File: config.mk
export PLATFORM = sky130hd
export DESIGN_NAME = keymatrix_scanner
export DESIGN_NICKNAME = d
export VERILOG_FILES = /design/src/rtl/kms_pkg.sv /design/src/rtl/kms_seq.sv /design/src/rtl/kms_select.sv /design/src/rtl/kms_capture.sv /design/src/rtl/keymatrix_scanner.sv
export SDC_FILE = /design/constraint.sdc
export NUM_CORES = 1
export LEC_CHECK = 0
export BUFFER_PORTS_ARGS = -buffer_cell sky130_fd_sc_hd__buf_2
export CORE_UTILIZATION = 50
export DETAILED_ROUTE_END_ITERATION = 12
export HOLD_SLACK_MARGIN = 0.02
export MAX_ROUTING_LAYER = met4
export PLACE_DENSITY = 0.72
export SYNTH_ARGS = -nofsm -noshare
export SYNTH_HDL_FRONTEND = slang
export SYNTH_SLANG_ARGS = --single-unit
File: constraint.sdc
create_clock -name clk -period 2.5 [get_ports clk]
set_input_delay 0.125 -clock clk [delete_from_list [all_inputs] [get_ports clk]]
set_output_delay 0.125 -clock clk [all_outputs]
set_load 0.01 [all_outputs]
File: src/rtl/kms_pkg.sv
package kms_pkg;
  // default geometry of the scanned grid
  localparam int unsigned KMS_LINES   = 8;
  localparam int unsigned KMS_RETURNS = 8;
  localparam int unsigned KMS_DWELL   = 3;
  localparam int unsigned KMS_WORD_W  = 16;

  // phase of the scan position within a pass
  typedef enum logic [1:0] {
    POS_IDLE = 2'd0,
    POS_ROW  = 2'd1,
    POS_DONE = 2'd2
  } kms_pos_e;
endpackage

File: src/rtl/kms_seq.sv
// Scan sequencer: walks rows 0..LINES-1, then the done slot, DWELL cycles each.
module kms_seq
  import kms_pkg::*;
#(
  parameter int unsigned LINES = KMS_LINES,
  parameter int unsigned DWELL = KMS_DWELL,
  localparam int unsigned PH_W = $clog2(LINES + 1),
  localparam int unsigned DW_W = (DWELL > 1) ? $clog2(DWELL) : 1
) (
  input  logic            clk,
  input  logic            rst_n,
  input  logic            enable,
  output logic            active,
  output logic [PH_W-1:0] phase,
  output kms_pos_e        pos,
  output logic            row_strobe,
  output logic            round_end
);
  localparam logic [PH_W-1:0] PH_DONE = PH_W'(LINES);
  localparam logic [PH_W-1:0] PH_LAST = PH_W'(LINES - 1);
  localparam logic [DW_W-1:0] DW_LAST = DW_W'(DWELL - 1);

  logic            active_q, active_d;
  logic [PH_W-1:0] phase_q,  phase_d;
  logic [DW_W-1:0] dwell_q,  dwell_d;
  logic            step_en;
  logic            dwell_last;

  assign dwell_last = (dwell_q == DW_LAST);
  assign step_en    = enable | active_q;

  // next state
  always_comb begin
    active_d = active_q;
    phase_d  = phase_q;
    dwell_d  = dwell_q;
    if (!enable) begin
      // stop and rewind to row 0
      active_d = 1'b0;
      phase_d  = '0;
      dwell_d  = '0;
    end else if (!active_q) begin
      active_d = 1'b1;
      phase_d  = '0;
      dwell_d  = '0;
    end else if (dwell_last) begin
      dwell_d = '0;
      phase_d = (phase_q == PH_DONE) ? '0 : phase_q + 1'b1;
    end else begin
      dwell_d = dwell_q + 1'b1;
    end
  end

  // state registers
  always_ff @(posedge clk or negedge rst_n) begin
    if (!rst_n) begin
      active_q <= 1'b0;
      phase_q  <= '0;
      dwell_q  <= '0;
    end else if (step_en) begin
      active_q <= active_d;
      phase_q  <= phase_d;
      dwell_q  <= dwell_d;
    end
  end

  always_comb begin
    if (!active_q)                pos = POS_IDLE;
    else if (phase_q == PH_DONE)  pos = POS_DONE;
    else                          pos = POS_ROW;
  end

  assign active     = active_q;
  assign phase      = phase_q;
  // sample on the edge closing the last dwell cycle of a row
  assign row_strobe = enable && (pos == POS_ROW) && dwell_last;
  assign round_end  = row_strobe && (phase_q == PH_LAST);
endmodule

File: src/rtl/kms_select.sv
// Decodes the scan position into one-hot select lines plus the done flag.
module kms_select #(
  parameter int unsigned LINES = 8,
  localparam int unsigned PH_W = $clog2(LINES + 1)
) (
  input  logic            active,
  input  logic [PH_W-1:0] phase,
  output logic [LINES:0]  sel
);
  for (genvar i = 0; i <= LINES; i++) begin : g_sel
    assign sel[i] = active && (phase == PH_W'(i));
  end
endmodule

File: src/rtl/kms_capture.sv
// Row shadow store and the committed key map.
module kms_capture #(
  parameter int unsigned LINES   = 8,
  parameter int unsigned RETURNS = 8,
  parameter int unsigned WORD_W  = 16,
  localparam int unsigned PH_W   = $clog2(LINES + 1),
  localparam int unsigned NKEYS  = LINES * RETURNS,
  localparam int unsigned NWORDS = NKEYS / WORD_W
) (
  input  logic                           clk,
  input  logic                           rst_n,
  input  logic                           row_strobe,
  input  logic                           round_end,
  input  logic [PH_W-1:0]                phase,
  input  logic [RETURNS-1:0]             ret_in,
  output logic [NWORDS-1:0][WORD_W-1:0]  result
);
  logic [NKEYS-1:0] commit_map;
  logic [NKEYS-1:0] map_q;

  for (genvar r = 0; r < LINES; r++) begin : g_row
    if (r < LINES - 1) begin : g_shadow
      logic             row_we;
      logic [RETURNS-1:0] row_q;
      assign row_we = row_strobe && (phase == PH_W'(r));
      always_ff @(posedge clk or negedge rst_n) begin
        if (!rst_n)      row_q <= '0;
        else if (row_we) row_q <= ret_in;
      end
      // key index = row*RETURNS + column
      assign commit_map[r*RETURNS +: RETURNS] = row_q;
    end else begin : g_direct
      // last row goes straight into the commit
      assign commit_map[r*RETURNS +: RETURNS] = ret_in;
    end
  end

  // all positions replaced together
  always_ff @(posedge clk or negedge rst_n) begin
    if (!rst_n)         map_q <= '0;
    else if (round_end) map_q <= commit_map;
  end

  for (genvar w = 0; w < NWORDS; w++) begin : g_word
    assign result[w] = map_q[w*WORD_W +: WORD_W];
  end
endmodule

File: src/rtl/keymatrix_scanner.sv
module keymatrix_scanner
  import kms_pkg::*;
#(
  parameter int unsigned LINES   = KMS_LINES,
  parameter int unsigned RETURNS = KMS_RETURNS,
  parameter int unsigned DWELL   = KMS_DWELL,
  parameter int unsigned WORD_W  = KMS_WORD_W,
  localparam int unsigned PH_W   = $clog2(LINES + 1),
  localparam int unsigned NWORDS = (LINES * RETURNS) / WORD_W
) (
  input  logic                          clk,
  input  logic                          rst_n,
  input  logic                          enable,
  input  logic [RETURNS-1:0]            ret_in,
  output logic [LINES:0]                sel_out,
  output logic [NWORDS-1:0][WORD_W-1:0] result
);
  logic            active;
  logic [PH_W-1:0] phase;
  kms_pos_e        pos;
  logic            row_strobe;
  logic            round_end;

  kms_seq #(.LINES(LINES), .DWELL(DWELL)) u_seq (
    .clk        (clk),
    .rst_n      (rst_n),
    .enable     (enable),
    .active     (active),
    .phase      (phase),
    .pos        (pos),
    .row_strobe (row_strobe),
    .round_end  (round_end)
  );

  kms_select #(.LINES(LINES)) u_sel (
    .active (active),
    .phase  (phase),
    .sel    (sel_out)
  );

  kms_capture #(.LINES(LINES), .RETURNS(RETURNS), .WORD_W(WORD_W)) u_cap (
    .clk        (clk),
    .rst_n      (rst_n),
    .row_strobe (row_strobe),
    .round_end  (round_end),
    .phase      (phase),
    .ret_in     (ret_in),
    .result     (result)
  );
endmodule

==> results of run 1 <==
-- per-stage QoR --
stage	worst slack [ps]	area (sq um)	std cells	power, uW
floorplan	968.3	5291	312	2203
global route	398.1	6460	561	4691
global placement	719.8	5866	526	2287
finish	514.7	6460	561	4522
CTS	495.6	6460	561	4565
detailed placement	672.2	5866	526	2295
-- kinds of logic after synthesis --
family | count (synthesis) | synth area share [%]
and+or+nand+nor | 34 | 5.486
DFF | 127 | 60.06
adders and majority gates | 4 | 0.9459
buffers and inverters | 17 | 2.318
AOI/OAI and AO/OA | 9 | 1.182
muxes | 121 | 30.01
-- synthesized netlist by cell type (4+ instances only) --
library cell,count
nand3_4,7
buf_6,7
mux2_2,61
dfrtp_1,127
inv_1,5
mux2_4,60
and3_1,8
nor2_1,4
ha_1,4
-- cell type report --
type / instances / area share, %
sequential: 127 / 49.20
multi-input combinational: 168 / 30.82
timing repair buffer: 95 / 8.638
clock buffer: 23 / 7.070
tap: 136 / 2.634
clock inverter: 7 / 1.356
inverter: 5 / 0.2905
-- path summary, 6_finish.rpt --
path                                                        from                                to  slack, ps  cells after the start
min in group asynchronous                                  rst_n                  u_cap.result[40]        150                      2
worst max register to register                    u_seq.phase[0]                  u_cap.result[55]        660                      4
worst min-delay path                                   ret_in[4]                  u_cap.result[60]         50                      2
worst max-delay path                              u_seq.phase[0]                        sel_out[8]        510                      5
worst min register to register  u_cap.g_row[1].g_shadow.row_q[1]                   u_cap.result[9]        500                      1
max in group asynchronous                                  rst_n  u_cap.g_row[6].g_shadow.row_q[7]       1620                      3
-- state kept, by name, summed over array words and instances, names as in the netlist --
register and cells:
u_cap.g_row.g_shadow.row_q 56, u_cap.result 64, u_seq.active 1, u_seq.dwell_q 2
u_seq.phase 4
-- critical path, stage by stage, from the launching register on --
cell      delay, ps
dfrtp_1         420
inv_1           140
ha_1            380
nand3b_1        160
nor2_1          120
buf_2           140
-- power breakdown --
part	internal, uW	switching (uW)	total, uW
Combinational	54.0	87.5	141
Clock	1450	808	2260
Sequential	2100	23.4	2120
-- per-layer routing --
layer / vias to the layer above / track usage (%)
li1: 1321 / -
met5: - / -
met1: 1485 / 26.18
met4: 0 / 6.640
met2: 67 / 33.54
met3: 13 / 5.552
-- repair_timing --
action / in CTS / in global routing
hold buffers: 5 / 0
hold endpoints to repair: 56 / 0
gates resized for setup: 0 / 0
==> metrics.md, run 1 <==
| Metric | Value |
|---|---|
| Synth Flop Type | dfrtp_1 |
| ANT cells | 0 |
| Clk_lat worst skew | 510 ps |
| Yosys top cell by area | dfrtp_1 |
| Outcome | finished clean |
| TNS Setup | 0 ps |
| WL/cell | 18.12 um |
| Max-slew headroom | 61.83% |
| YS warnings | 0 |
| CP Class | reg2out |
| GRT Util Overall | 20.97% |
| Max Freq | 503.7 MHz |
| Drt initial violations | 112 |
| Most common cell after layout, fill and taps aside | dfrtp_1 |
| Multi-input logic area | 1991 sq um |
| Initial Util | 51.49% |
| Average size of a mapped cell | 16.96 sq um |
| Grt total ovfl | 0 |
| Area grow syn2layout | 22.09% |
| VDD IR max | 353.8 uV |
| DR vias/cell | 5.144 |
| Slew @ Worst Pin | 572.5 ps |
| First-pass GRT wire length | 16580 um |
| Initial antenna violation count | 0 |
| Critical path capture point type | primary output |
| Met3 wire length | 336 um |
| DR vias | 2886 |
| WL met2 | 5085 um |
| Worst hold path type | in2reg |
| Mapped Cells | 312 |
| Fillers | 764 |
| Number of max-cap violations | 0 |
| Hold_ws | 54.60 ps |
| Final hold violation count | 0 |
| Distinct cell type count after synthesis | 30 |
| Drt pass-1 iters | 4 |
| Worst-path fanout max | 7 |
| Max-slew violation count | 0 |
| CP Launch Type | register |
| Largest cells by area after synthesis | dfrtp_1 (60%), mux2_4 (17%), mux2_2 (13%) |
| Post-synth EDFFs | 0 |
| Wl on met1 | 4635 um |
| Number of CTS-inserted buffers | 17 |
| DRC | 0 |
| Leak | 0.003632 uW |
| Routed Antenna Nets | 0 |
| Longest Clk Path Bufs | 2 |
| RSZ-0062 raised after global routing | false |
| HPWL after DPL | 6690 um |
| H-tree depth | 4 |
| CTS sink cnt | 127 |
| Power per cell area | 700.0 nW/um^2 |
| Sequential standard cell area | 3178 sq um |
| Fin util | 62.86% |
| Die span in x | 104.9 um |
| Worst endpoint data arrival time | 1860 ps |
| Post-synth top area share | 60.06% |
| # port buffers | 83 |
| Die Area | 11000 sq um |
| Final estimated routing congestion in global placement | 0.8628 |
| Core area | 10280 sq um |
| Mapped Nets | 327 |
| I/O Pins | 84 |
| Uppermost layer routed | met4 |
| Final setup vio count | 0 |
| Final #Nets | 429 |
| Root buf cell | clkbuf_8 |
| Layout cell share with drive strength beyond 1 | 57.88% |
| Final Cycle Share | 79.41% |
| Worst Clk Skew | 9.034 ps |
| Min cycle time layout | 1985 ps |
| Netlist Area Pre-Place | 5291 sq um |
| FP Rows | 37 |
| Die extent in y | 104.9 um |
| Clk slew on worst S/H paths | 50 ps |
| Asr flop ratio synth | 100.0% |
| Commonest non-fill, non-tap cells in the layout | dfrtp_1 (127), buf_2 (82), mux2_2 (61) |
| Pin count of the biggest net entering global routing | 64 |
| Vias in the first global route | 3035 |
| Drt total wl | 10160 um |
| Flops & latches, synth | 127 |
| Worst Path Required | 2380 ps |
| CTS tree | done |
| Post-synthesis sequential area ratio | 60.06% |
| Setup bufs post-CTS | 0 |
Note: power is estimated with default switching activity, not from simulation.
==> run 2, diff against run 1 <==
--- a/config.mk
+++ b/config.mk
@@ -10,7 +10,7 @@
 export DETAILED_ROUTE_END_ITERATION = 12
 export HOLD_SLACK_MARGIN = 0.02
 export MAX_ROUTING_LAYER = met4
-export PLACE_DENSITY = 0.72
+export PLACE_DENSITY = 0.75
 export SYNTH_ARGS = -nofsm -noshare
 export SYNTH_HDL_FRONTEND = slang
 export SYNTH_SLANG_ARGS = --single-unit
==> constraint.sdc (replaced) <==
create_clock -name clk -period 1.62 [get_ports clk]
set_input_delay 0.081 -clock clk [delete_from_list [all_inputs] [get_ports clk]]
set_output_delay 0.081 -clock clk [all_outputs]
set_load 0.01 [all_outputs]
==> run 2 against run 1 <==
Against the previous run: the run now ends with setup timing left; setup slack got worse by 570 ps; clock-buffer cell count fell by 1; cell area rose by 8.2%; sequential share of layout area fell by 3.7 points; clock skew rose by 2.3 ps; register-to-register slack got worse by 640 ps; clock power rose by 62%; cell count rose by 5.9%; sequential cell count did not move; combinational power rose by 89%; core utilization rose by 5.1 points; die area did not move.
==> metrics.md, run 2 (synthesis results as in run 1) <==
| Metric | Value |
|---|---|
| DR vias | 3088 (was 2886) |
| Number of CTS-inserted buffers | 17 (unchanged) |
| ANT cells | 0 (unchanged) |
| First-pass GRT wire length | 17840 um (was 16580 um) |
| Die Area | 11000 sq um (unchanged) |
| CTS sink cnt | 127 (unchanged) |
| Crit. Startpoint | u_seq.phase[0] (unchanged) |
| Max-slew headroom | 51.21% (was 61.83%) |
| Largest delay contributor family on the critical path | flip-flops (unchanged) |
| Slew @ Worst Pin | 729.5 ps (was 572.5 ps) |
| Outcome | complete, but fails checks (was finished clean) |
| Root buf cell | clkbuf_8 (unchanged) |
| WL/cell | 19.38 um (was 18.12 um) |
| CP Class | reg2out (unchanged) |
| Min cycle time layout | 1675 ps |
| R2R cell count | 4 (unchanged) |
| Worst path cell trace | inv_2 > ha_4 > nand3b_1 > nor2_1 > buf_2 (was inv_1 > ha_1 > nand3b_1 > nor2_1 > buf_2) |
| CP Launch Type | register (unchanged) |
| Sw frac | 20.36% (was 20.32%) |
| Switch Pwr | 1468 uW (was 919.1 uW) |
| DRC | 0 (unchanged) |
| Crit Reg-Reg Startpoint | u_seq.dwell_q[0] (was u_seq.phase[0]) |
| Fin util | 67.98% (was 62.86%) |
| Leak | 0.003856 uW (was 0.003632 uW) |
| Pin count of the biggest net entering global routing | 49 (was 64) |
| Power per cell area | 1032 nW/um^2 (was 700.0 nW/um^2) |
| Worst Clk Skew | 11.31 ps (was 9.034 ps) |
| RSZ-0062 raised after global routing | true (was false) |
| DR vias/cell | 5.199 (was 5.144) |
| Die extent in y | 104.9 um (unchanged) |
| GRT Util Overall | 22.50% (was 20.97%) |
| Worst path bufs/invs | 2 (unchanged) |
| Initial antenna violation count | 0 (unchanged) |
| Flop pwr share | 45.4% (was 46.9%) |
| Area grow syn2layout | 32.04% (was 22.09%) |
| Commonest non-fill, non-tap cells in the layout | dfrtp_1 (126), buf_2 (77), mux2_4 (65) (was dfrtp_1 (127), buf_2 (82), mux2_2 (61)) |
| Fillers | 691 (was 764) |
| Max Freq | 597.0 MHz |
| Final estimated routing congestion in global placement | 0.7913 (was 0.8628) |
| Most common cell after layout, fill and taps aside | dfrtp_1 (unchanged) |
| CP max-delay cell | dfrtp_1 (unchanged) |
| FP Rows | 37 (unchanged) |
| Core area | 10280 sq um (unchanged) |
| Initial Util | 51.49% (unchanged) |
| CTS tree | done (unchanged) |
| H-tree depth | 4 (unchanged) |
| I/O Pins | 84 (unchanged) |
| Critical path capture point type | primary output (unchanged) |
| Failing checks | setup timing |
| Clk_lat worst skew | 510 ps (about the same) |
| Max-slew violation count | 0 (unchanged) |
| Worst endpoint data arrival time | 1590 ps (was 1860 ps) |
| Clock power share | 50.9% (was 49.9%) |
| # port buffers | 83 (unchanged) |
| Longest Clk Path Bufs | 2 (unchanged) |
| Final Cycle Share | 103.4% |
| Worst-path fanout max | 5 (was 7) |
| Worst Path Required | 1540 ps (was 2380 ps) |
| Vias in the first global route | 3306 (was 3035) |
| Gate power share | 3.7% (was 3.1%) |
| Clk slew on worst S/H paths | 60 ps (was 50 ps) |
| HPWL after DPL | 6792 um (was 6690 um) |
| R2r setup slk | 20 ps (was 660 ps) |
| Die span in x | 104.9 um (unchanged) |
| Largest register FFs | 64 (unchanged) |
| Final Non-Filler Cells | 594 (was 561) |
| Routed Antenna Nets | 0 (unchanged) |
| Placed cell count | 534 (was 526) |
| Final #Nets | 463 (was 429) |
| Grt total ovfl | 0 (unchanged) |
| Number of max-cap violations | 0 (unchanged) |
| RR Endpoint | u_cap.result[47] (was u_cap.result[55]) |
| Drt pass-1 iters | 4 (unchanged) |
| CP max stage delay | 410 ps (was 420 ps) |
| Final setup vio count | 6 (was 0) |
| Worst hold path type | in2async (was in2reg) |
| Drt initial violations | 119 (was 112) |
| Internal power | 5743 uW (was 3603 uW) |
| Final hold violation count | 0 (unchanged) |
| VDD IR max | 544.5 uV (was 353.8 uV) |
| Drt total wl | 11510 um (was 10160 um) |
| Layout cell share with drive strength beyond 1 | 63.10% (was 57.88%) |
| PnR worst setup slack | -54.94 ps (was 514.7 ps) |
run 2: metal layers:
metal	up-vias	routed length [um]	global-route usage (%)
li1	1384	-	-
met1	1620	5045	26.79
met2	77	5983	36.42
met3	7	386	6.425
met4	0	95	8.551
met5	-	0	-
run 2: stage by stage:
stage	hold slack [ps]	cell area, sq um	TNS, ps	power [uW]	worst slack [ps]
after global routing	138.4	6987	-861.6	7460	-133.3
final	133.1	6987	-174.1	7211	-54.94
after detailed placement	-14.33	5963	0	3556	24.44
after global placement	-15.33	5963	0	3546	78.85
after CTS	124.9	6849	-103.7	7250	-35.99
after floorplan	-214.6	5291	0	3400	88.32
run 2: layout make-up:
cell class                      instances  area, sq um  area share (%)
Clock buffer                           22        452.9           6.483
Clock inverter                          7        112.6           1.612
Inverter                                5        18.77          0.2686
Multi-Input combinational cell        168         2103           30.10
Sequential cell                       127         3179           45.51
Tap cell                              136        170.2           2.436
Timing Repair Buffer                  129        949.7           13.59
run 2: power groups by stage:
stage                     clock network, uW  logic [uW]  registers (uW)
after floorplan                           0        82.7            3320
after global placement                    0         221            3330
after detailed placement                  0         228            3330
after CTS                              3720         260            3270
after global routing                   3880         294            3280
final                                  3670         267            3280
run 2: worst max-delay path by stage:
| stage | to | slack (ps) | cells past startpoint |
|---|---|---|---|
| finish | sel_out[8] | -50 | 5 |
| global route | sel_out[8] | -130 | 5 |
| CTS | sel_out[8] | -40 | 5 |
| detailed placement | u_cap.g_row[0].g_shadow.row_q[0] | 20 | 4 |
| global placement | u_cap.g_row[0].g_shadow.row_q[7] | 80 | 4 |
| floorplan | u_cap.result[0] | 90 | 6 |
run 2: repair_timing:
item	4_1_cts	5_1_grt
resized for setup	20	19
endpoints found under the setup margin	9	26
hold endpoints to repair	181	0
hold buffers	11	0
setup buffers	16	7
cloned	0	1
pin swaps	5	4
run 2: worst reg2reg max path: cells and delay by family, from the launching register on:
family	cells	cell delay, ps
flops	1	390
buf+inv	1	220
simple gates	2	540
mux	1	320
